--- src/rtl/sdma_pkg.sv ---
package sdma_pkg;

  typedef enum logic [2:0] {
    ST_IDLE,
    ST_DESC,
    ST_BUFRD,
    ST_TX,
    ST_RX,
    ST_BUFWR,
    ST_WBACK,
    ST_DONE
  } sdma_state_e;

  // Descriptor status word bit positions
  localparam int unsigned DSC_OWNED = 31;
  localparam int unsigned DSC_LAST  = 2;

  // DMA status register bit positions
  localparam int unsigned DST_TX    = 0;
  localparam int unsigned DST_RX    = 1;
  localparam int unsigned DST_SUM   = 8;
  localparam int unsigned DST_CLR_W = 10;

  // Raw interrupt bits raised on completion
  localparam logic [31:0] RAW_DONE_MASK = (32'h1 << 3) | (32'h1 << 16);

  // Effective descriptor length: zero or oversize means the maximum
  function automatic logic [31:0] sdma_clamp(input logic [31:0] len,
                                             input logic [31:0] maxb);
    return ((len == 32'd0) || (len > maxb)) ? maxb : len;
  endfunction

  // Bytes taken from one descriptor
  function automatic logic [31:0] sdma_take(input logic [31:0] len,
                                            input logic [31:0] rem,
                                            input logic [31:0] maxb);
    logic [31:0] eff;
    eff = sdma_clamp(len, maxb);
    return (eff < rem) ? eff : rem;
  endfunction

endpackage

--- src/rtl/sdma_lane_buf.sv ---
module sdma_lane_buf (
  input  logic        clk,
  input  logic        rst_n,
  input  logic        clr,
  input  logic        ld,
  input  logic [31:0] ld_word,
  input  logic        push,
  input  logic [7:0]  push_byte,
  input  logic        step,
  output logic [31:0] word_q,
  output logic [3:0]  be_q,
  output logic [1:0]  lane_q,
  output logic [7:0]  out_byte
);

  always_ff @(posedge clk or negedge rst_n) begin
    if (!rst_n) begin
      word_q <= '0;
      be_q   <= '0;
      lane_q <= '0;
    end else if (clr) begin
      be_q   <= '0;
      lane_q <= '0;
    end else if (ld) begin
      word_q <= ld_word;
      lane_q <= '0;
    end else if (push) begin
      word_q[{lane_q, 3'b000} +: 8] <= push_byte;
      be_q[lane_q]                  <= 1'b1;
      lane_q                        <= lane_q + 2'd1;
    end else if (step) begin
      lane_q <= lane_q + 2'd1;
    end
  end

  assign out_byte = word_q[{lane_q, 3'b000} +: 8];

endmodule

--- src/rtl/sdma_dstat_reg.sv ---
module sdma_dstat_reg
  import sdma_pkg::*;
(
  input  logic        clk,
  input  logic        rst_n,
  input  logic        set_ev,
  input  logic        set_wr,
  input  logic        clr_wr,
  input  logic [31:0] clr_data,
  output logic [31:0] q
);

  localparam logic [31:0] CLR_MASK = (32'h1 << DST_CLR_W) - 32'h1;

  logic [31:0] clr_m;
  logic [31:0] set_m;

  assign clr_m = clr_wr ? (clr_data & CLR_MASK) : 32'h0;
  assign set_m = set_ev ? ((32'h1 << DST_SUM) |
                           (set_wr ? (32'h1 << DST_TX) : (32'h1 << DST_RX)))
                        : 32'h0;

  // A completion in the same cycle as a clear wins
  always_ff @(posedge clk or negedge rst_n) begin
    if (!rst_n) q <= '0;
    else        q <= (q & ~clr_m) | set_m;
  end

endmodule

--- src/rtl/sdma_chain_dma.sv ---
module sdma_chain_dma
  import sdma_pkg::*;
#(
  parameter int unsigned ADDR_W         = 32,
  parameter int unsigned CNT_W          = 32,
  parameter int unsigned BLK_W          = 16,
  parameter int unsigned MAX_DESC_BYTES = 8192
) (
  input  logic              clk,
  input  logic              rst_n,
  input  logic              cmd_load,
  input  logic              cmd_write,
  input  logic              dma_enable,
  input  logic [CNT_W-1:0]  byte_count,
  input  logic [BLK_W-1:0]  block_size,
  input  logic [ADDR_W-1:0] desc_base,
  input  logic              card_data_ready,
  output logic              mem_req,
  output logic              mem_we,
  output logic [ADDR_W-1:0] mem_addr,
  output logic [31:0]       mem_wdata,
  output logic [3:0]        mem_be,
  input  logic [31:0]       mem_rdata,
  input  logic              mem_ack,
  output logic              card_tx_valid,
  output logic [7:0]        card_tx_data,
  input  logic              card_tx_ready,
  input  logic              card_rx_valid,
  input  logic [7:0]        card_rx_data,
  output logic              card_rx_ready,
  input  logic              stat_wr,
  input  logic [31:0]       stat_wdata,
  output logic [31:0]       dma_status,
  output logic              busy,
  output logic              xfer_done,
  output logic [31:0]       raw_set,
  output logic              moved_valid,
  output logic [CNT_W-1:0]  moved_bytes,
  output logic [CNT_W-1:0]  bytes_left
);

  localparam int unsigned SZ_W = $clog2(MAX_DESC_BYTES + 1);
  localparam logic [31:0] MAXB = 32'(MAX_DESC_BYTES);

  sdma_state_e       state_q;
  logic [ADDR_W-1:0] desc_addr_q;
  logic [1:0]        widx_q;
  logic [31:0]       dstat_q;
  logic [31:0]       dlen_q;
  logic [ADDR_W-1:0] dbuf_q;
  logic [ADDR_W-1:0] dnext_q;
  logic [CNT_W-1:0]  rem_q;
  logic [SZ_W-1:0]   chunk_q;
  logic [SZ_W-1:0]   take_q;
  logic [SZ_W-1:0]   boff_q;
  logic              dir_wr_q;

  // Named events for the checker
  logic              start_ok;
  logic              tx_fire;
  logic              rx_fire;
  logic              ev_wback;
  logic              dir_wr;
  logic [31:0]       take_w;
  logic [ADDR_W-1:0] buf_base;

  logic        lb_clr, lb_ld, lb_push, lb_step;
  logic [31:0] lb_word;
  logic [3:0]  lb_be;
  logic [1:0]  lb_lane;
  logic [7:0]  lb_byte;

  assign start_ok = cmd_load && (state_q == ST_IDLE) && dma_enable &&
                    (byte_count != '0) && (block_size != '0) &&
                    (cmd_write || card_data_ready);
  assign tx_fire  = (state_q == ST_TX) && card_tx_ready;
  assign rx_fire  = (state_q == ST_RX) && card_rx_valid;
  assign take_w   = sdma_take(dlen_q, 32'(rem_q), MAXB);
  assign buf_base = {dbuf_q[ADDR_W-1:2], 2'b00};
  assign dir_wr   = dir_wr_q;
  assign ev_wback = (state_q == ST_WBACK) && mem_req;

  assign lb_ld   = (state_q == ST_BUFRD) && mem_ack;
  assign lb_clr  = ((state_q == ST_DESC) && mem_ack && (widx_q == 2'd3)) ||
                   ((state_q == ST_BUFWR) && mem_ack);
  assign lb_push = rx_fire;
  assign lb_step = tx_fire;

  sdma_lane_buf u_lane (
    .clk      (clk),
    .rst_n    (rst_n),
    .clr      (lb_clr),
    .ld       (lb_ld),
    .ld_word  (mem_rdata),
    .push     (lb_push),
    .push_byte(card_rx_data),
    .step     (lb_step),
    .word_q   (lb_word),
    .be_q     (lb_be),
    .lane_q   (lb_lane),
    .out_byte (lb_byte)
  );

  sdma_dstat_reg u_dstat (
    .clk     (clk),
    .rst_n   (rst_n),
    .set_ev  (xfer_done),
    .set_wr  (dir_wr_q),
    .clr_wr  (stat_wr),
    .clr_data(stat_wdata),
    .q       (dma_status)
  );

  // Memory master
  always_comb begin
    mem_req   = 1'b0;
    mem_we    = 1'b0;
    mem_addr  = '0;
    mem_wdata = '0;
    mem_be    = '0;
    unique case (state_q)
      ST_DESC: begin
        mem_req  = 1'b1;
        mem_addr = desc_addr_q + ADDR_W'({widx_q, 2'b00});
      end
      ST_BUFRD: begin
        mem_req  = 1'b1;
        mem_addr = buf_base + ADDR_W'(boff_q);
      end
      ST_BUFWR: begin
        mem_req   = 1'b1;
        mem_we    = 1'b1;
        mem_addr  = buf_base + ADDR_W'(boff_q);
        mem_wdata = lb_word;
        mem_be    = lb_be;
      end
      ST_WBACK: begin
        mem_req   = 1'b1;
        mem_we    = 1'b1;
        mem_addr  = desc_addr_q;
        mem_wdata = dstat_q & ~(32'h1 << DSC_OWNED);
        mem_be    = 4'hF;
      end
      default: ;
    endcase
  end

  // Walk sequencer
  always_ff @(posedge clk or negedge rst_n) begin
    if (!rst_n) begin
      state_q     <= ST_IDLE;
      desc_addr_q <= '0;
      widx_q      <= '0;
      dstat_q     <= '0;
      dlen_q      <= '0;
      dbuf_q      <= '0;
      dnext_q     <= '0;
      rem_q       <= '0;
      chunk_q     <= '0;
      take_q      <= '0;
      boff_q      <= '0;
      dir_wr_q    <= 1'b0;
    end else begin
      unique case (state_q)
        ST_IDLE: begin
          if (start_ok) begin
            rem_q       <= byte_count;
            desc_addr_q <= desc_base;
            widx_q      <= '0;
            dir_wr_q    <= cmd_write;
            state_q     <= ST_DESC;
          end
        end
        ST_DESC: begin
          if (mem_ack) begin
            widx_q <= widx_q + 2'd1;
            unique case (widx_q)
              2'd0: dstat_q <= mem_rdata;
              2'd1: dlen_q  <= mem_rdata;
              2'd2: dbuf_q  <= mem_rdata[ADDR_W-1:0];
              default: begin
                dnext_q <= mem_rdata[ADDR_W-1:0];
                chunk_q <= SZ_W'(take_w);
                take_q  <= SZ_W'(take_w);
                boff_q  <= '0;
                state_q <= dir_wr_q ? ST_BUFRD : ST_RX;
              end
            endcase
          end
        end
        ST_BUFRD: begin
          if (mem_ack) state_q <= ST_TX;
        end
        ST_TX: begin
          if (tx_fire) begin
            chunk_q <= chunk_q - SZ_W'(1);
            rem_q   <= rem_q - CNT_W'(1);
            if (chunk_q == SZ_W'(1)) begin
              state_q <= ST_WBACK;
            end else if (lb_lane == 2'd3) begin
              boff_q  <= boff_q + SZ_W'(4);
              state_q <= ST_BUFRD;
            end
          end
        end
        ST_RX: begin
          if (rx_fire) begin
            chunk_q <= chunk_q - SZ_W'(1);
            rem_q   <= rem_q - CNT_W'(1);
            if ((chunk_q == SZ_W'(1)) || (lb_lane == 2'd3)) state_q <= ST_BUFWR;
          end
        end
        ST_BUFWR: begin
          if (mem_ack) begin
            boff_q  <= boff_q + SZ_W'(4);
            state_q <= (chunk_q == '0) ? ST_WBACK : ST_RX;
          end
        end
        ST_WBACK: begin
          if (mem_ack) begin
            if (dstat_q[DSC_LAST] || (rem_q == '0)) begin
              state_q <= ST_DONE;
            end else begin
              desc_addr_q <= dnext_q;
              widx_q      <= '0;
              state_q     <= ST_DESC;
            end
          end
        end
        default: state_q <= ST_IDLE;
      endcase
    end
  end

  assign card_tx_valid = (state_q == ST_TX);
  assign card_tx_data  = lb_byte;
  assign card_rx_ready = (state_q == ST_RX);
  assign busy          = (state_q != ST_IDLE);
  assign xfer_done     = (state_q == ST_DONE);
  assign raw_set       = xfer_done ? RAW_DONE_MASK : 32'h0;
  assign moved_valid   = (state_q == ST_WBACK) && mem_ack;
  assign moved_bytes   = CNT_W'(take_q);
  assign bytes_left    = rem_q;

endmodule

--- config.mk ---
export PLATFORM = sky130hd
export DESIGN_NAME = sdma_chain_dma
export DESIGN_NICKNAME = d
export VERILOG_FILES = /design/src/rtl/sdma_pkg.sv /design/src/rtl/sdma_lane_buf.sv /design/src/rtl/sdma_dstat_reg.sv /design/src/rtl/sdma_chain_dma.sv
export SDC_FILE = /design/constraint.sdc
export NUM_CORES = 1
export LEC_CHECK = 0
export BUFFER_PORTS_ARGS = -buffer_cell sky130_fd_sc_hd__buf_2
export CAP_MARGIN = 20
export CORE_UTILIZATION = 60
export CTS_CLUSTER_SIZE = 14
export DETAILED_ROUTE_END_ITERATION = 7
export PLACE_DENSITY = 0.86
export SYNTH_ARGS = -nofsm -noshare
export SYNTH_HDL_FRONTEND = slang
export SYNTH_HIERARCHICAL = 1
export SYNTH_SLANG_ARGS = --single-unit
--- constraint.sdc ---
create_clock -name clk -period 5.4 [get_ports clk]
set_clock_uncertainty 0.05 [all_clocks]
set_input_delay 0.54 -clock clk [delete_from_list [all_inputs] [get_ports clk]]
set_output_delay 0.54 -clock clk [all_outputs]
set_load 0.005 [all_outputs]
# Yosys cells after proc, flatten, opt, wreduce, memory -nomap -nowiden
# Index checks and enable logic that the tools add are counted.
[totals]
out_inout_bits = 211
word_cells = 177
regBits = 309
[classes]
order_cmp = 4
reduce_logical = 51
n_bitwise = 6
muxes = 63
eq_ne = 26
shifts = 3
n_addsub = 8
[ops]
columns = ["cell", "count"]
rows = [
  ["$mux W32", 10],
  ["$pmux W32 S3", 2],
  ["$mux W14", 11],
  ["$pmux W32 S2", 2],
  ["$pmux W14 S3", 2],
  ["$logic_not A32 Y1", 2],
  ["$mux W3", 13],
  ["$add A32 B14 Y32", 1],
  ["$add A32 B4 Y32", 1],
  ["$and A32 B32 Y32", 1],
  ["$bwmux W32", 1],
  ["$gt A32 B14 Y1 const B", 1],
  ["$lt A32 B32 Y1", 1],
  ["$not A32 Y32", 1],
  ["$or A32 B32 Y32", 1],
  ["$reduce_bool A32 Y1", 1],
  ["$shift A8 B7 Y32 const A", 1],
  ["$shiftx A32 B6 Y8", 1],
  ["$shiftx A8 B7 Y32", 1],
  ["$sub A32 B1 Y32 const B", 1],
  ["$pmux W3 S7", 1],
  ["$mux W2", 10],
  ["$ne A2 B2 Y1 const B", 9],
  ["$mux W17", 1],
  ["40 further kinds", 85],
]

# Depth between registers and ports, before layout
[logic_depth]
depth_word = 8
mapped_depth = 15
mapped_depth_nobuf = 13

# Modules after synthesis
# The synthesis kept the hierarchy.
[by_module_without_submodules]
columns = ["module", "instances", "area_per_inst_um2", "cells_per_inst"]
rows = [
  ["sdma_chain_dma", 1, 15010.6, 1596],
  ["sdma_lane_buf", 1, 2208.4, 193],
  ["sdma_dstat_reg", 1, 525.5, 48],
]

# Least setup slack after synthesis
# No wires, ideal clock.
[synth_timing]
path_type = "register -> register"
from = "register dlen_q[16]"
to = "register chunk_q[4]"
path_buffers = 2
setup_ns = 0.126
path_slack_ns = 1.849
synth_period_minus_slack_ns = 3.551
arrival_time_ns = 3.375
required_ns = 5.224
path_stages_with_launch = 15
path_cell_list = "dfrtp_1 > nor4_1 > nand3_1 > or2_2 > a211oi_1 > clkbuf_1 > and2_1 > ha_1 > a211o_1 > a21oi_1 > a211oi_2 > nor4_4 > buf_6 > mux2i_1 > o22ai_1"
[synth_via]
elab_chain_cells = 8
elab_cells_between_ends = 9
cone_classes = "order compare (2); mux (5); reduce/logical (2)"
[synth_rtl]
columns = ["item", "line_no", "source"]
rows = [
  ["from (decl)", "sdma_chain_dma.sv:49", "logic [31:0] dlen_q;"],
  ["from (signal assigned)", "sdma_chain_dma.sv:179", "2'd1: dlen_q <= mem_rdata;"],
  ["$gt A32 B14 Y1 / $logic_not A32 Y1 (equally long branches)", "sdma_pkg.sv:30", "return ((len == 32'd0) || (len > maxb)) ? maxb : len;"],
  ["$logic_or A1 B1 Y1", "sdma_pkg.sv:30", ""],
  ["$mux W32 (*)", "sdma_pkg.sv:30", ""],
  ["$lt A32 B32 Y1", "sdma_pkg.sv:39", "return (eff < rem) ? eff : rem;"],
  ["$mux W14 (*)", "sdma_pkg.sv:39", ""],
  ["$mux W14 (*)", "sdma_chain_dma.sv:177", "unique case (widx_q)"],
  ["$mux W14 (*)", "sdma_chain_dma.sv:175", "if (mem_ack) begin"],
  ["$pmux W14 S3 (*)", "sdma_chain_dma.sv:164", "unique case (state_q)"],
  ["to (signal assigned)", "sdma_chain_dma.sv:183", "chunk_q <= SZ_W'(take_w);"],
  ["to (signal assigned)", "sdma_chain_dma.sv:196", "chunk_q <= chunk_q - SZ_W'(1);"],
  ["to (signal assigned)", "sdma_chain_dma.sv:208", "chunk_q <= chunk_q - SZ_W'(1);"],
  ["to (decl)", "sdma_chain_dma.sv:53", "logic [SZ_W-1:0] chunk_q;"],
]
# Every way passes the cells marked *; elsewhere a longest branch is shown, timed or not. The select of a mux whose other input is x is not followed.
# A chain may end at the register's enable or synchronous reset.

# Worst setup path in the final report
[layout_timing]
from = "register state_q[1]"
to = "output port mem_addr[30]"
[layout_via]
elab_chain_cells = 3
elab_cells_between_ends = 6
cone_classes = "eq/ne (4); mux (1); reduce/logical (1)"
[layout_rtl]
columns = ["item", "line_no", "source"]
rows = [
  ["from (decl)", "sdma_chain_dma.sv:45", "sdma_state_e state_q;"],
  ["from (signal assigned)", "sdma_chain_dma.sv:186", "state_q <= dir_wr_q ? ST_BUFRD : ST_RX;"],
  ["from (signal assigned)", "sdma_chain_dma.sv:216", "state_q <= (chunk_q == '0) ? ST_WBACK : ST_RX;"],
  ["$eq A3 B2 Y1 / $eq A3 B3 Y1 (equally long branches)", "sdma_chain_dma.sv:121", "unique case (state_q)"],
  ["$reduce_or A2 Y1 (no source line)", "--", ""],
  ["$pmux W32 S3 (*)", "sdma_chain_dma.sv:121", ""],
  ["to (decl)", "sdma_chain_dma.sv:20", "output logic [ADDR_W-1:0] mem_addr,"],
]
# Every way passes the cells marked *; elsewhere a longest branch is shown, timed or not.

==> results by group <==
Finish
  – Fill cells: 2078
  – FF/Latch Area: 7080 sq um
  – Most frequent cells in the layout: 283 x dfrtp_1, 280 x buf_2, 172 x nand2_1
  – Area of the multi-input gates: 9810 sq um
  – Layout cells sized above 1: 27.0%
  – Commonest non-fill, non-tap cell in the layout: dfrtp_1
  – Layout Nets: 2313
  – P&R area growth vs syn: 15.6%

Place
  – Detailed placement HPWL: 38.4 mm
  – Port buffer count: 280
  – Routability Congestion: 0.970
  – Pre-CTS WS: 1120 ps

Timing
  – Period utilization: 83.9%
  – Fin worst setup slack: 868 ps
  – Slew margin rel.: 26.3%
  – Minimum clock period: 4530 ps
  – Slew @ Worst Pin: 1100 ps
  – Fmax: 221 MHz
  – TNS Setup: 0 ps
  – Final Slew Violations: 0
  – Final hold vios: 0
  – RSZ-0062 raised after global routing: false
  – # setup viols final: 0

Clock network
  – Clk slew on worst S/H paths: 60 ps
  – Clk_lat worst skew: 530 ps
  – Count of hold-fix buffers inserted at cts: 0
  – Root Buffer: clkbuf_16
  – Post-CTS sizing: 0
  – CTS Buf Count: 34
  – Max clock buf depth: 3
  – # Post-CTS Setup Buffers: 0
  – Clock sink total: 283
  – CTS HTree Levels: 2
  – CTS tree: built

Synthesis
  – XOR/XNOR Fraction of Synth Area: 0.346%
  – Largest family of logic cells by synthesized area: compound AO/OA/AOI/OAI gates
  – Cell area after synthesis: 17700 sq um
  – Adder-cell share of the synthesized area: 4.74%
  – Synthesized area per cell: 9.66 sq um
  – Synth Area in Compound Gates: 18.3%
  – Post-synthesis register bit count: 283
  – Async SR Flop Fraction: 100%
  – Mux contribution to synthesized area: 14.2%
  – Post-synth top flop: dfrtp_1
  – Synth Area in Simple Gates: 15.7%
  – Ys Warns: 6
  – Cell count after synthesis: 1837
  – EDFF count, synth: 0
  – Synth unique cells: 92
  – Seq/Total Area, Yosys: 39.9%

Detailed routing
  – Wire per inst: 21.7 um
  – Total number of vias: 16300
  – Iter 0 DRT Violations: 2070
  – Antenna viol nets, final: 0
  – DRC: 0
  – DR pass1 iterations: 6
  – Post-Route WL: 54.2 mm
  – Routed vias/inst: 6.53

Floorplanning
  – Die X: 174 um
  – Top-level I/O count: 373
  – Core Box Area: 28900 sq um
  – Initial cell density of the core: 61.3%
  – Die ar.: 30300 sq um
  – Rows: 62
  – Die Y: 174 um

GRT
  – GR Overflow Total: 0
  – Antenna violations before repair: 2
  – First-pass GRT wire length: 84.8 mm
  – Vias in the first global route: 15200
  – Pin count of the biggest net entering global routing: 124
  – All-Layer GR Usage: 35.5%

Pwr
  – P_leak: 9.61 nW
  – Int Power: 0.00677 W
  – Switching share of power: 41.8%
  – Peak supply drop: 0.365 mV
  – Combinational share of power: 43.2%
  – Clock power frac: 23.0%
  – Register share of total power: 33.8%
  – PD cells: 567 nW/um^2
  – Psw: 0.00487 W

Setup path
  – R2R cell count: 14
  – CP Launch Type: flip-flop
  – Capturing point of the worst reg2reg path: take_q[9]$_DFFE_PN0P_
  – Worst setup path category: reg -> out
  – Critical Path RT: 4810 ps
  – Worst path max stage delay: 510 ps
  – CP Max Fanout: 39
  – Cell-by-cell trace of the critical path: inv_1, ha_1, and2_1, buf_4, or2_2, nand2_1, or3_1, o31a_1, o311ai_1, buf_2
  – CP endpoint kind: output pin
  – Flop-to-flop setup slack: 930 ps
  – Critical Path AT: 3940 ps
  – Critical path destination: mem_addr[30]
  – Slowest-stage cell, CP: or3_1
  – Crit. Startpoint: state_q[1]$_DFFE_PN0P_
  – Worst r2r src: dlen_q[17]$_DFFE_PN0P_

Run status
  – Status: finished clean

Flow run
  – Max-Cap Viols: 0

Hold path
  – Hold WC Path Type: in -> async
==> cell usage after synthesis, drive strengths merged, types with 21 or more instances <==
library cell  instances  area [sq um]
dfrtp               283          7080
nand2               173           652
mux2                162          1820
o21ai               159           803
buf                 102           709
a21oi                82           410
nor2                 80           318
clkbuf               75           284
ha                   64           801
inv                  58           218
mux2i                51           510
nand3                49           250
nor4                 42           318
a22o                 38           333
and2                 29           181
nor3                 28           140
and3                 23           144
nand4                21           131
o22ai                21           131
==> kinds of logic after synthesis <==
| kind of cell | Yosys count |
|---|---|
| adder cells (fa/ha/maj) | 66 |
| flip-flops | 283 |
| buffers and inverters | 235 |
| AO/OA/AOI/OAI | 489 |
| other | 2 |
| multiplexers | 221 |
| AND/OR/NAND/NOR | 534 |
| XOR/XNOR | 7 |
==> critical path, delay by kind of cell, from the launching register on <==
family,cells,cell delay [ps]
buffers and inverters,3,670
AND/OR/NAND/NOR,4,1560
AO/OA/AOI/OAI,2,360
adder cells (fa/ha/maj),1,420
flip-flops,1,410
==> cell type report <==
| class | instances | area share, % |
|---|---|---|
| flip-flops and latches | 283 | 34.5 |
| well taps | 384 | 2.34 |
| diodes | 2 | 0.0244 |
| multi-input cells | 1405 | 47.8 |
| clock buffers | 42 | 4.59 |
| clock inverters | 20 | 1.83 |
| repair buffers | 303 | 7.79 |
| inverters | 58 | 1.06 |
==> per-stage QoR <==
stage	area [sq um]	util, %	power (W)	hold slack, ps	std cells
after CTS	20500	70.8	0.0115	126	2494
after floorplan	18100	-	0.00711	194	1923
after global routing	20500	70.9	0.0123	146	2496
after global placement	19200	66.3	0.00848	404	2431
after detailed placement	19200	66.3	0.00875	415	2432
final	20500	70.9	0.0116	50.7	2497
==> power groups by stage <==
| stage | logic [W] | registers [W] | clock network [W] |
|---|---|---|---|
| 2_1_floorplan | 0.00354 | 0.00357 | 0 |
| 3_3_place_gp | 0.00464 | 0.00384 | 0 |
| 3_5_place_dp | 0.00484 | 0.00391 | 0 |
| 4_1_cts | 0.00490 | 0.00389 | 0.00269 |
| 5_1_grt | 0.00547 | 0.00404 | 0.00277 |
| 6_report | 0.00503 | 0.00393 | 0.00267 |
==> flip-flops by register name, summed over array words and instances, names as in the netlist <==
register       cells
desc_addr_q       32
bytes_left        32
chunk_q           14
state_q            3
u_dstat/q         10
u_lane/word_q     32
dbuf_q            30
take_q            14
dlen_q            32
boff_q            12
u_lane/be_q        4
widx_q             2
dir_wr             1
dnext_q           32
dstat_q           31
u_lane/lane_q      2
==> worst min-delay path by stage <==
stage / from / end / cells past startpoint
CTS: rst_n / dnext_q[19]$_DFFE_PN0P_ / 1
global route: rst_n / dnext_q[25]$_DFFE_PN0P_ / 1
global placement: desc_addr_q[0]$_DFFE_PN0P_ / desc_addr_q[0]$_DFFE_PN0P_ / 2
detailed placement: desc_addr_q[1]$_DFFE_PN0P_ / desc_addr_q[1]$_DFFE_PN0P_ / 2
floorplan: rst_n / boff_q[10]$_DFFE_PN0P_ / 0
finish: rst_n / dnext_q[30]$_DFFE_PN0P_ / 1
==> layer usage <==
layer	GRT usage [%]	vias up	wire length [um]
met2	55.1	1080	25000
met4	12.2	2	1630
met3	7.35	139	6040
met1	49.4	7932	21500
li1	-	7146	-
met5	0	-	14
Note: power is estimated with default switching activity, not from simulation.
